**src/rtl/replica_alloc.sv**
```systemverilog
module replica_alloc #(
  parameter int N_TILES    = 8,
  parameter int LOCAL_TILE = 2,
  parameter int ADDR_W     = 32,
  parameter int LINE_OFF   = 6,
  parameter int SET_W      = 8,
  parameter logic [15:0] LFSR_SEED = 16'hACE1,
  localparam int WAYS   = 2 * N_TILES,
  localparam int WAY_W  = $clog2(WAYS),
  localparam int TILE_W = $clog2(N_TILES),
  localparam int SHR_W  = TILE_W + 1,
  localparam int TAG_W  = ADDR_W - LINE_OFF - SET_W
) (
  input  logic                   clk,
  input  logic                   rst_n,
  input  logic                   evict_valid,
  input  logic [ADDR_W-1:0]      evict_addr,
  input  logic                   miss_valid,
  input  logic [ADDR_W-1:0]      miss_addr,
  input  logic [WAYS-1:0]        way_valid,
  input  logic [WAYS-1:0]        way_replica,
  input  logic [WAYS*SHR_W-1:0]  way_shr,
  input  logic [WAYS*TAG_W-1:0]  way_tag,
  output logic                   alloc_go,
  output logic                   alloc_skip,
  output logic [WAY_W-1:0]       alloc_way,
  output logic                   rhit,
  output logic [WAY_W-1:0]       rhit_way,
  output logic                   fwd_req,
  output logic [TILE_W-1:0]      fwd_tile
);

  function automatic logic [WAY_W-1:0] pick(input logic [WAYS-1:0] m, input logic [WAY_W-1:0] s);
    logic [WAY_W-1:0] idx;
    pick = '0;
    for (int k = WAYS - 1; k >= 0; k--) begin
      idx = s + WAY_W'(k);
      if (m[idx]) pick = idx;
    end
  endfunction

  logic [WAYS-1:0] free_m, idle_m, rep_m, hit_m, shared_m, cls_m;
  logic [15:0]     lfsr;
  logic [TILE_W-1:0] ev_home, ms_home;
  logic [TAG_W-1:0]  ms_tag;
  logic take_miss, take_evict, go_n, unused_bits;

  assign ev_home    = evict_addr[LINE_OFF +: TILE_W];
  assign ms_home    = miss_addr[LINE_OFF +: TILE_W];
  assign ms_tag     = miss_addr[ADDR_W-1 -: TAG_W];
  assign take_miss  = miss_valid;
  assign take_evict = evict_valid & ~miss_valid;
  assign unused_bits = ^{evict_addr[ADDR_W-1:LINE_OFF+TILE_W], evict_addr[LINE_OFF-1:0],
                         miss_addr[LINE_OFF+SET_W-1:LINE_OFF+TILE_W], miss_addr[LINE_OFF-1:0]};

  for (genvar w = 0; w < WAYS; w++) begin : g_way
    logic no_shr;
    assign no_shr      = way_shr[w*SHR_W +: SHR_W] == '0;
    assign free_m[w]   = ~way_valid[w];
    assign idle_m[w]   = way_valid[w] & ~way_replica[w] & no_shr;
    assign rep_m[w]    = way_valid[w] & way_replica[w];
    assign shared_m[w] = way_valid[w] & ~way_replica[w] & ~no_shr;
    assign hit_m[w]    = rep_m[w] & (way_tag[w*TAG_W +: TAG_W] == ms_tag);
  end

  assign cls_m = (|free_m) ? free_m : (|idle_m) ? idle_m : rep_m;
  assign go_n  = take_evict & (ev_home != TILE_W'(LOCAL_TILE)) & (|cls_m);

  always_ff @(posedge clk) begin
    if (!rst_n) begin
      lfsr       <= LFSR_SEED;
      alloc_go   <= 1'b0;
      alloc_skip <= 1'b0;
      alloc_way  <= '0;
      rhit       <= 1'b0;
      rhit_way   <= '0;
      fwd_req    <= 1'b0;
      fwd_tile   <= '0;
    end else begin
      lfsr       <= {lfsr[14:0], lfsr[15] ^ lfsr[13] ^ lfsr[12] ^ lfsr[10]};
      alloc_go   <= go_n;
      alloc_skip <= take_evict & ~go_n;
      alloc_way  <= go_n ? pick(cls_m, lfsr[WAY_W-1:0]) : '0;
      rhit       <= take_miss & (|hit_m);
      rhit_way   <= pick(hit_m, '0);
      fwd_req    <= take_miss & ~(|hit_m);
      fwd_tile   <= ms_home;
    end
  end

  logic [WAYS-1:0] shared_q, free_q;
  always_ff @(posedge clk) begin
    shared_q <= shared_m;
    free_q   <= free_m;
  end


  no_shared_victim_chk: assert property (@(posedge clk) disable iff (!rst_n)
    alloc_go |-> !shared_q[alloc_way]);

  invalid_first_chk: assert property (@(posedge clk) disable iff (!rst_n)
    (alloc_go && (|free_q)) |-> free_q[alloc_way]);

  local_home_skip_chk: assert property (@(posedge clk) disable iff (!rst_n)
    alloc_go |-> $past(evict_addr[LINE_OFF +: TILE_W]) != TILE_W'(LOCAL_TILE));

  fwd_tile_chk: assert property (@(posedge clk) disable iff (!rst_n)
    fwd_req |-> fwd_tile == $past(miss_addr[LINE_OFF +: TILE_W]));

  one_outcome_chk: assert property (@(posedge clk) disable iff (!rst_n)
    $onehot0({alloc_go, alloc_skip, rhit, fwd_req}));

  miss_first_chk: assert property (@(posedge clk) disable iff (!rst_n)
    (alloc_go || alloc_skip) |-> !$past(miss_valid));

endmodule

```
**config.mk**
```make
export PLATFORM = sky130hd
export DESIGN_NAME = replica_alloc
export DESIGN_NICKNAME = d
export VERILOG_FILES = /design/src/rtl/replica_alloc.sv
export SDC_FILE = /design/constraint.sdc
export NUM_CORES = 1
export LEC_CHECK = 0
export BUFFER_PORTS_ARGS = -buffer_cell sky130_fd_sc_hd__clkbuf_2
export CAP_MARGIN = 20
export CORE_AREA = 10 10 175 177
export DETAILED_ROUTE_END_ITERATION = 7
export DIE_AREA = 0 0 185 187
export PLACE_DENSITY = 0.69
export SLEW_MARGIN = 30
export SYNTH_ARGS = -nofsm -noshare
export SYNTH_HDL_FRONTEND = slang
export SYNTH_SLANG_ARGS = --single-unit
```
**constraint.sdc**
```tcl
create_clock -name clk -period 4.2 [get_ports clk]
set_input_delay 0.21 -clock clk [delete_from_list [all_inputs] [get_ports clk]]
set_output_delay 0.21 -clock clk [all_outputs]
set_load 0.05 [all_outputs]
```
==> results.py, run 1 <==
metrics = {
    "outcome": {
        "status": "completed",
    },
    "clock_tree": {
        "clock_latency_ps": 280,
        "cts_setup_buffers": 0,
        "clock_sinks": 31,
        "hold_buffers": 0,
        "cts_buffer_depth": 2,
        "h-tree-depth": 2,
        "cts_buffers": 5,
        "clkTransAtPathRegs_ps": 60,
        "cts_root_buf": "clkbuf_16",
        "cts_resized": 0,
        "cts_tree": "built",
    },
    "global_routing": {
        "grt_max_degree": 36,
        "grt_first_pass_wirelength_mm": 66.9,
        "gr-usage-all-layers_pct": 24.9,
        "grt_antenna_before_repair": 5,
        "overflow": 0,
        "grt_pass1_vias": 11019,
        "grt_use_met2_pct": 44.3,
        "gr-max-usage-layer": "met2",
        "grt_use_met1_pct": 28.0,
        "grt.met3_usage_pct": 6.20,
    },
    "detailed_routing": {
        "postRouteWirelength_mm": 45.6,
        "num_vias": 10735,
        "vias_per_cell": 5.72,
        "routedWlPerCell_um": 24.3,
        "drtPass1Iterations": 6,
        "first_iter_violations": 886,
        "route.detailed.drc": 0,
        "antenna_violating_nets_post_route": 0,
    },
    "synthesis": {
        "synth.distinct_cells": 92,
        "syn_area_um2": 8120,
        "syn_inst": 1109,
        "yosysSeqAreaShare_pct": 7.64,
        "synth_fp_nets": 1568,
        "yosys-top-cells-count": "xor2_1 (206), xnor2_1 (98), nand2_1 (86)",
        "synth_area_leader_cell": "xor2_1",
        "syn_area_per_cell_um2": 7.32,
        "yosys.cell_count.top_type": "xor2_1",
        "synth_enable_flop_cells": 0,
        "synth.area.top_cells": "xor2_1 (22%), xnor2_1 (11%), dfxtp_1 (7.6%)",
        "synth_fa_ha_area_share_pct": 1.08,
        "yosys.area_share.simple_pct": 27.5,
        "ys.flop_type": "dfxtp_1",
        "synth_compound_area_share_pct": 21.7,
        "synth_top_family_by_area": "XOR/XNOR gates",
        "synth_mux_area_share_pct": 4.41,
        "async_reset_ff_share_pct": 0,
        "synth_seq_cells": 31,
        "yosysWarningCount": 0,
        "synth.top_cell.area_share_pct": 22.2,
        "synth-xor-area-share_pct": 32.8,
    },
    "timing": {
        "slew_viol_final": 0,
        "period_share_pct": 94.9,
        "hold_viol": 0,
        "finalSetupViolations": 0,
        "tightest_slew_ps": 803,
        "relSlewSlack_pct": 46.0,
        "hold_slack_ps": 139,
        "skew_ps": 2.43,
        "finalCriticalPeriod_ps": 3990,
        "fmax_mhz": 251,
        "setup_tns_ps": 0,
        "rsz0062_at_grt": "false",
    },
    "worst_setup_path": {
        "end_kind": "flop",
        "crit_type": "in -> reg",
        "worstPathRequired_ps": 4350,
        "cp-start-kind": "input pin",
        "critPathMaxFanout": 18,
        "crit_arrival_ps": 4140,
    },
    "finish": {
        "syn_to_final_growth_pct": 35.2,
        "n_fill_cell": 2903,
        "nets": 1988,
        "drive_above_1_share_pct": 35.3,
        "fin_cells": 1878,
    },
    "power": {
        "p_int_mw": 1.34,
        "p_leak_nw": 4.87,
        "clockPowerShare_pct": 14.1,
        "peakVddDrop_mv": 0.153,
        "p_switching_mw": 1.28,
        "switching_share_pct": 48.8,
        "seqPwrFrac_pct": 12.5,
        "power.density_nw_per_um2": 238,
        "pwr-share-comb_pct": 73.4,
    },
    "place": {
        "gp_congestion": 0.983,
        "io_buffer_count": 426,
        "hpwl_mm": 39.1,
        "dpl.cell_count": 1868,
    },
    "floorplanning": {
        "fp.dieH_um": 187,
        "rows": 61,
        "core-area_um2": 27300,
        "die_area_um2": 34600,
        "die_w_um": 185,
        "ios": 467,
        "start_util_pct": 29.7,
    },
    "run": {
        "drv_cap": 0,
    },
    "worst_hold_path": {
        "hp-class": "in -> reg",
    },
}
-- metrics by stage --
stage	total power [mW]	setup slack (ps)	instance area [µm²]	util, %
6_report	2.62	212	11000	40.2
3_3_place_gp	2.18	121	10800	39.6
4_1_cts	2.58	386	11000	40.2
2_1_floorplan	1.53	366	8120	-
5_1_grt	2.79	109	11000	40.2
3_5_place_dp	2.21	95.0	10800	39.6
-- cells in the final DEF (no fill, tap or decap), drive strengths merged, types with 7 or more instances in the layout --
cell and n:
a21oi 34, ha 7, and2 21, a221oi 8, xnor2 98, inv 14
a31oi 23, a211oi 14, nor2b 7, o21ai 51, nor3 26, nor2 56
buf 63, nand2 86, o211ai 8, nand3b 8, nand3 31, nand4 42
o22ai 7, nor4 68, xor2 206, o21a 7, nand2b 22, dfxtp 31
or4 10, clkbuf 431, mux2i 18, a311oi 8
-- cell type report --
cell class              count  area (µm²)  share of cell area, %
diodes                      2        5.00                 0.0456
clock buffers               5         125                   1.14
clock inverters             3        23.8                  0.217
inverters                  16        60.1                  0.547
multi-input cells         986        7110                   64.7
flip-flops and latches     31         621                   5.65
well taps                 346         433                   3.94
repair buffers            489        2610                   23.7
-- cell families (layout without fill, tap and decap cells) --
kind of cell	Yosys count	count (layout)
XOR/XNOR	304	304
flip-flops	31	31
other	0	2
buffers and inverters	92	513
AND/OR/NAND/NOR	409	409
adder cells (fa/ha/maj)	7	7
multiplexers	27	27
AO/OA/AOI/OAI	239	239
-- power by group through the flow --
stage	logic (mW)	clock network, mW	registers [mW]
2_1_floorplan	1.18	0	0.346
3_3_place_gp	1.85	0	0.334
3_5_place_dp	1.87	0	0.334
4_1_cts	1.88	0.376	0.328
5_1_grt	2.06	0.393	0.330
6_report	1.92	0.368	0.328
-- flip-flops by register name, summed over array words and instances (netlist names) --
register / count
lfsr: 16
alloc_way: 4
rhit_way: 4
fwd_tile: 3
alloc_go: 1
alloc_skip: 1
fwd_req: 1
rhit: 1
-- path summary, 6_finish.rpt --
| kind | slack (ps) | end | startpoint | cells after the start |
|---|---|---|---|---|
| max reg2reg | 480 | alloc_way[2] | lfsr[0] | 13 |
| min reg2reg | 410 | lfsr[15] | lfsr[14] | 1 |
| max | 210 | alloc_way[2] | way_valid[7] | 15 |
| min | 140 | fwd_tile[1] | miss_addr[7] | 2 |
-- layer usage --
layer	share of wire (%)	up-vias
met5	0.10	-
li1	-	4915
met1	37	5075
met2	50	619
met3	9.0	118
met4	3.8	8
-- critical path: stages --
cell      delay, ps
clkbuf_2        180
nand4_1         290
or4_1           580
buf_4           240
or3_1           360
a31oi_1         400
a31oi_1         170
mux2i_1         270
a22oi_1         130
nand2b_1        200
and2_1          250
nor3b_1         270
a221oi_1        160
a211oi_1        290
a21oi_1         110
Power figures use the tool's default switching activity.
==> run 2, diff against run 1 <==
==> constraint.sdc (replaced) <==
create_clock -name clk -period 4.2 [get_ports clk]
set_input_delay 0.63 -clock clk [delete_from_list [all_inputs] [get_ports clk]]
set_output_delay 0.63 -clock clk [all_outputs]
set_load 0.05 [all_outputs]
==> results.py, run 2 (synthesized netlist as in run 1, its figures left out) <==
metrics = {
    "timing": {
        "slew_viol_final": 0,
        "setup_tns_ps": 0,
        "fmax_mhz": 247,
        "hold_slack_ps": 404,
        "period_share_pct": 96.3,
        "relSlewSlack_pct": 43.5,
        "skew_ps": 16.3,
        "finalCriticalPeriod_ps": 4050,
        "finalSetupViolations": 0,
        "hold_viol": 0,
        "tightest_slew_ps": 840,
    },
    "clock_tree": {
        "clkTransAtPathRegs_ps": 60,
        "clock_latency_ps": 300,
        "cts_buffers": 5,
        "h-tree-depth": 2,
        "cts_root_buf": "clkbuf_16",
        "cts_buffer_depth": 2,
        "cts_setup_buffers": 0,
        "clock_sinks": 31,
        "cts_tree": "built",
    },
    "finish": {
        "fin_area_um2": 11900,
        "largest_register": "lfsr",
        "final_util_pct": 43.4,
        "fin_cells": 1982,
        "largest_reg_flops": 16,
        "final_common_cell": "clkbuf_2",
        "layout_common_cells": "clkbuf_2 (426), xor2_1 (206), buf_4 (168), xnor2_1 (98), nand2_1 (86)",
        "nets": 2094,
        "syn_to_final_growth_pct": 46.2,
        "drive_above_1_share_pct": 40.2,
        "antenna_cells": 0,
        "reg_top3": "lfsr: 16 flops, alloc_way: 4 flops, rhit_way: 4 flops",
    },
    "global_routing": {
        "grt_pass1_vias": 11158,
        "overflow": 0,
        "gr-usage-all-layers_pct": 25.4,
        "grt_antenna_before_repair": 3,
        "grt_max_degree": 27,
        "grt_first_pass_wirelength_mm": 67.8,
    },
    "power": {
        "p_int_mw": 1.51,
        "clockPowerShare_pct": 13.3,
        "peakVddDrop_mv": 0.159,
        "p_switching_mw": 1.36,
        "p_leak_nw": 5.38,
        "power.density_nw_per_um2": 242,
        "switching_share_pct": 47.4,
        "pwr-share-comb_pct": 75.5,
        "seqPwrFrac_pct": 11.3,
    },
    "place": {
        "gp_congestion": 0.964,
        "dpl.cell_count": 1974,
        "placement.cell_area_um2": 11600,
        "hpwl_mm": 40.5,
        "io_buffer_count": 426,
    },
    "floorplanning": {
        "rows": 61,
        "die_area_um2": 34600,
        "fp.dieH_um": 187,
        "start_util_pct": 29.7,
        "core-area_um2": 27300,
        "ios": 467,
        "die_w_um": 185,
    },
    "detailed_routing": {
        "routedWlPerCell_um": 23.7,
        "route.detailed.drc": 0,
        "num_vias": 11002,
        "vias_per_cell": 5.55,
        "postRouteWirelength_mm": 46.9,
        "first_iter_violations": 846,
        "drtPass1Iterations": 6,
        "antenna_violating_nets_post_route": 0,
    },
    "worst_setup_path": {
        "critPathMaxFanout": 21,
        "worstPathRequired_ps": 4420,
        "crit_arrival_ps": 4270,
        "slowest_stage": "or4_4",
        "end_kind": "flop",
        "path_cells": "clkbuf_2, or4_4, or3b_1, and4_4, and4_4, a31oi_1, buf_4, nor2_1, or3_4, a31o_4, nand2_1, nand2_1, a2111oi_2, o311ai_1, a21oi_1",
        "crit_type": "in -> reg",
        "critical_path.max_stage_delay_ps": 540,
        "cp-start-kind": "input pin",
    },
    "worst_hold_path": {
        "hp-class": "reg -> reg",
    },
    "run": {
        "drv_cap": 0,
    },
    "outcome": {
        "status": "completed",
    },
}
## run 2: final cells by class
type                       count  area (µm²)
clock buffer                   5         125
clock inverter                 3        23.8
fill                        2841       15500
inverter                      16        60.1
multi-input combinational    986        7200
sequential                    31         621
tap                          346         433
timing repair buffer         595        3410
## run 2: worst paths after layout
kind | startpoint | end | slack (ps) | cells after the start
hold reg to reg | lfsr[14] | lfsr[15] | 400 | 1
hold / removal | lfsr[14] | lfsr[15] | 400 | 1
setup reg to reg | lfsr[1] | alloc_way[3] | 600 | 11
setup / recovery | way_shr[13] | alloc_way[2] | 150 | 15
## run 2: power groups by stage
stage	Sequential, mW	Clock (mW)	Combinational (mW)
2_1_floorplan	0.346	0	1.18
3_3_place_gp	0.330	0	2.06
3_5_place_dp	0.330	0	2.09
4_1_cts	0.323	0.392	2.10
5_1_grt	0.326	0.401	2.32
6_report	0.323	0.382	2.17
## run 2: worst max-delay path: cells and delay by family
family / cells / cell delay, ps
AND/OR/NAND/NOR: 8 / 2000
AO/OA/AOI/OAI: 5 / 1360
buffers and inverters: 2 / 280
## run 2: layer usage
metal	up-vias	part of all wire, %	global-route usage, %
met1	5175	39	30.0
li1	5140	-	-
met3	90	7.4	4.33
met5	-	0.026	0
met4	2	3.4	7.29
met2	595	50	45.6
## run 2: timing repair
item	in CTS	in global routing
hold buffers	0	0
gates resized for setup	0	14
setup endpoints to repair	0	4
## run 2: stage by stage
step	worst slack, ps	total power [mW]
2_1_floorplan	355	1.53
3_3_place_gp	-150	2.39
4_1_cts	102	2.82
5_1_grt	-0.0697	3.05
3_5_place_dp	-195	2.42
6_report	154	2.87
==> run 3, diff against run 2 <==
ABC_AREA = 1   (was default)
CORE_AREA = 4 4 181 183   (was 10 10 175 177)
PLACE_DENSITY = 0.6   (was 0.69)
==> results.py, run 3 <==
metrics = {
    "finish": {
        "syn_to_final_growth_pct": 40.1,
        "drive_above_1_share_pct": 33.2,
        "final_common_cell": "clkbuf_2",
        "multi_input_area_um2": 5800,
        "largest_register": "lfsr",
        "reg_top3": "lfsr: 16 flops, alloc_way: 4 flops, rhit_way: 4 flops",
        "antenna_cells": 0,
        "register_area_um2": 621,
        "nets": 2139,
        "n_fill_cell": 3584,
        "fin_area_um2": 9960,
        "largest_reg_flops": 16,
        "layout_common_cells": "clkbuf_2 (426), nand2_1 (340), nand3_1 (118), inv_1 (99), xor2_1 (84)",
    },
    "worst_setup_path": {
        "critPathMaxFanout": 9,
        "worstPathRequired_ps": 4360,
        "cpMostUsedCell": "nand2_1",
        "end_kind": "flop",
        "critPathTopFamily": "simple AND/OR/NAND/NOR gates",
        "cp-start-kind": "input pin",
        "critical_path.max_stage_delay_ps": 300,
        "slowest_stage": "o21ai_0",
        "crit_type": "in -> reg",
        "crit_buf_inv": 3,
        "crit_arrival_ps": 3590,
    },
    "synthesis": {
        "syn_area_um2": 7110,
        "syn_inst": 1265,
        "syn_area_per_cell_um2": 5.62,
        "synth.top_cell.area_share_pct": 17.9,
        "synth_fp_nets": 1724,
        "synth_seq_cells": 31,
        "yosys-top-cells-count": "nand2_1 (340), nand3_1 (118), inv_1 (99)",
        "synth.distinct_cells": 50,
        "synth_enable_flop_cells": 0,
        "yosysSeqAreaShare_pct": 8.73,
        "yosysWarningCount": 0,
        "yosys.cell_count.top_type": "nand2_1",
        "ys.flop_type": "dfxtp_1",
        "synth.area.top_cells": "nand2_1 (18%), xor2_1 (10%), dfxtp_1 (8.7%)",
        "synth_area_leader_cell": "nand2_1",
        "async_reset_ff_share_pct": 0,
    },
    "detailed_routing": {
        "postRouteWirelength_mm": 42.2,
        "first_iter_violations": 754,
        "antenna_violating_nets_post_route": 0,
        "vias_per_cell": 5.12,
        "drtPass1Iterations": 6,
        "num_vias": 10669,
        "routedWlPerCell_um": 20.2,
        "route.detailed.drc": 0,
    },
    "power": {
        "p_leak_nw": 5.37,
        "power.density_nw_per_um2": 209,
        "peakVddDrop_mv": 0.157,
    },
    "timing": {
        "rsz0062_at_grt": "false",
        "fmax_mhz": 292,
        "relSlewSlack_pct": 43.2,
        "slew_viol_final": 0,
        "worst_slack_ps": 772,
        "finalSetupViolations": 0,
        "period_share_pct": 81.6,
        "skew_ps": 3.45,
        "finalCriticalPeriod_ps": 3430,
        "hold_slack_ps": 411,
        "tightest_slew_ps": 844,
        "setup_tns_ps": 0,
        "hold_viol": 0,
    },
    "floorplanning": {
        "rows": 65,
        "die_area_um2": 34600,
        "die_w_um": 185,
        "start_util_pct": 22.8,
        "ios": 467,
        "fp.dieH_um": 187,
        "core-area_um2": 31200,
    },
    "run": {
        "drv_cap": 0,
    },
    "clock_tree": {
        "clock_sinks": 31,
        "hold_buffers": 0,
        "cts_resized": 0,
        "cts_root_buf": "clkbuf_16",
        "h-tree-depth": 2,
        "clkTransAtPathRegs_ps": 50,
        "cts_setup_buffers": 0,
        "cts_buffers": 5,
        "cts_buffer_depth": 2,
        "clock_latency_ps": 270,
        "cts_tree": "built",
    },
    "global_routing": {
        "grt_antenna_before_repair": 1,
        "overflow": 0,
        "grt_first_pass_wirelength_mm": 61.0,
        "gr-usage-all-layers_pct": 23.0,
        "grt_pass1_vias": 10516,
        "grt_max_degree": 26,
    },
    "place": {
        "placement.cell_area_um2": 9820,
        "post-place-ws_ps": 493,
        "hpwl_mm": 36.3,
        "gp_congestion": 0.996,
        "io_buffer_count": 426,
    },
    "worst_hold_path": {
        "hp-class": "reg -> reg",
    },
    "outcome": {
        "status": "completed",
    },
}
[run 3: cell count changes after synthesis, sizes merged, moves of 77 or more]
cell / delta
nand3: +106
nand2: +276
xnor2: -77
xor2: -122
inv: +94
[run 3: area by class of cell]
type	count	share of cell area [%]
multi-input combinational	1059	58.3
timing repair buffer	469	24.8
sequential	31	6.23
tap	402	5.05
inverter	114	4.30
clock buffer	7	1.33
clock inverter	1	0.0502
[run 3: metrics by stage]
stage	instances	total power, mW	utilization [%]
floorplan	1265	1.17	-
global placement	2075	1.74	31.5
detailed placement	2075	1.75	31.5
CTS	2083	2.09	31.9
global route	2083	2.28	31.9
finish	2083	2.09	31.9
[run 3: final timing paths]
kind | slack, ps | to | start | cells past startpoint
worst max-delay path | 770 | alloc_way[3] | way_valid[4] | 30
worst min-delay path | 410 | lfsr[5] | lfsr[4] | 1
worst max register to register | 1490 | alloc_way[1] | lfsr[1] | 23
worst min register to register | 410 | lfsr[5] | lfsr[4] | 1
[run 3: metal layers]
| metal | global-route usage (%) | part of all wire [%] | up-vias |
|---|---|---|---|
| li1 | - | - | 5153 |
| met1 | 27.1 | 38 | 4877 |
| met2 | 42.5 | 51 | 560 |
| met3 | 3.09 | 7.5 | 79 |
| met4 | 7.14 | 3.5 | 0 |
| met5 | 0 | 0 | - |
[run 3: cell families (layout without fill, tap and decap cells)]
logic type / count (synthesis) / after routing / share of synthesized area [%]
compound gates: 232 / 232 / 20.5
xor+xnor: 105 / 105 / 12.9
fa+ha+maj: 7 / 7 / 1.23
buf+inv: 175 / 591 / 9.66
flops: 31 / 31 / 8.73
simple gates: 715 / 715 / 47.0
[run 3: where the power goes]
part	switching (mW)	total [mW]	internal (mW)
registers	0.00757	0.318	0.310
clock network	0.114	0.332	0.218
logic	0.878	1.44	0.558
total	0.999	2.09	1.09
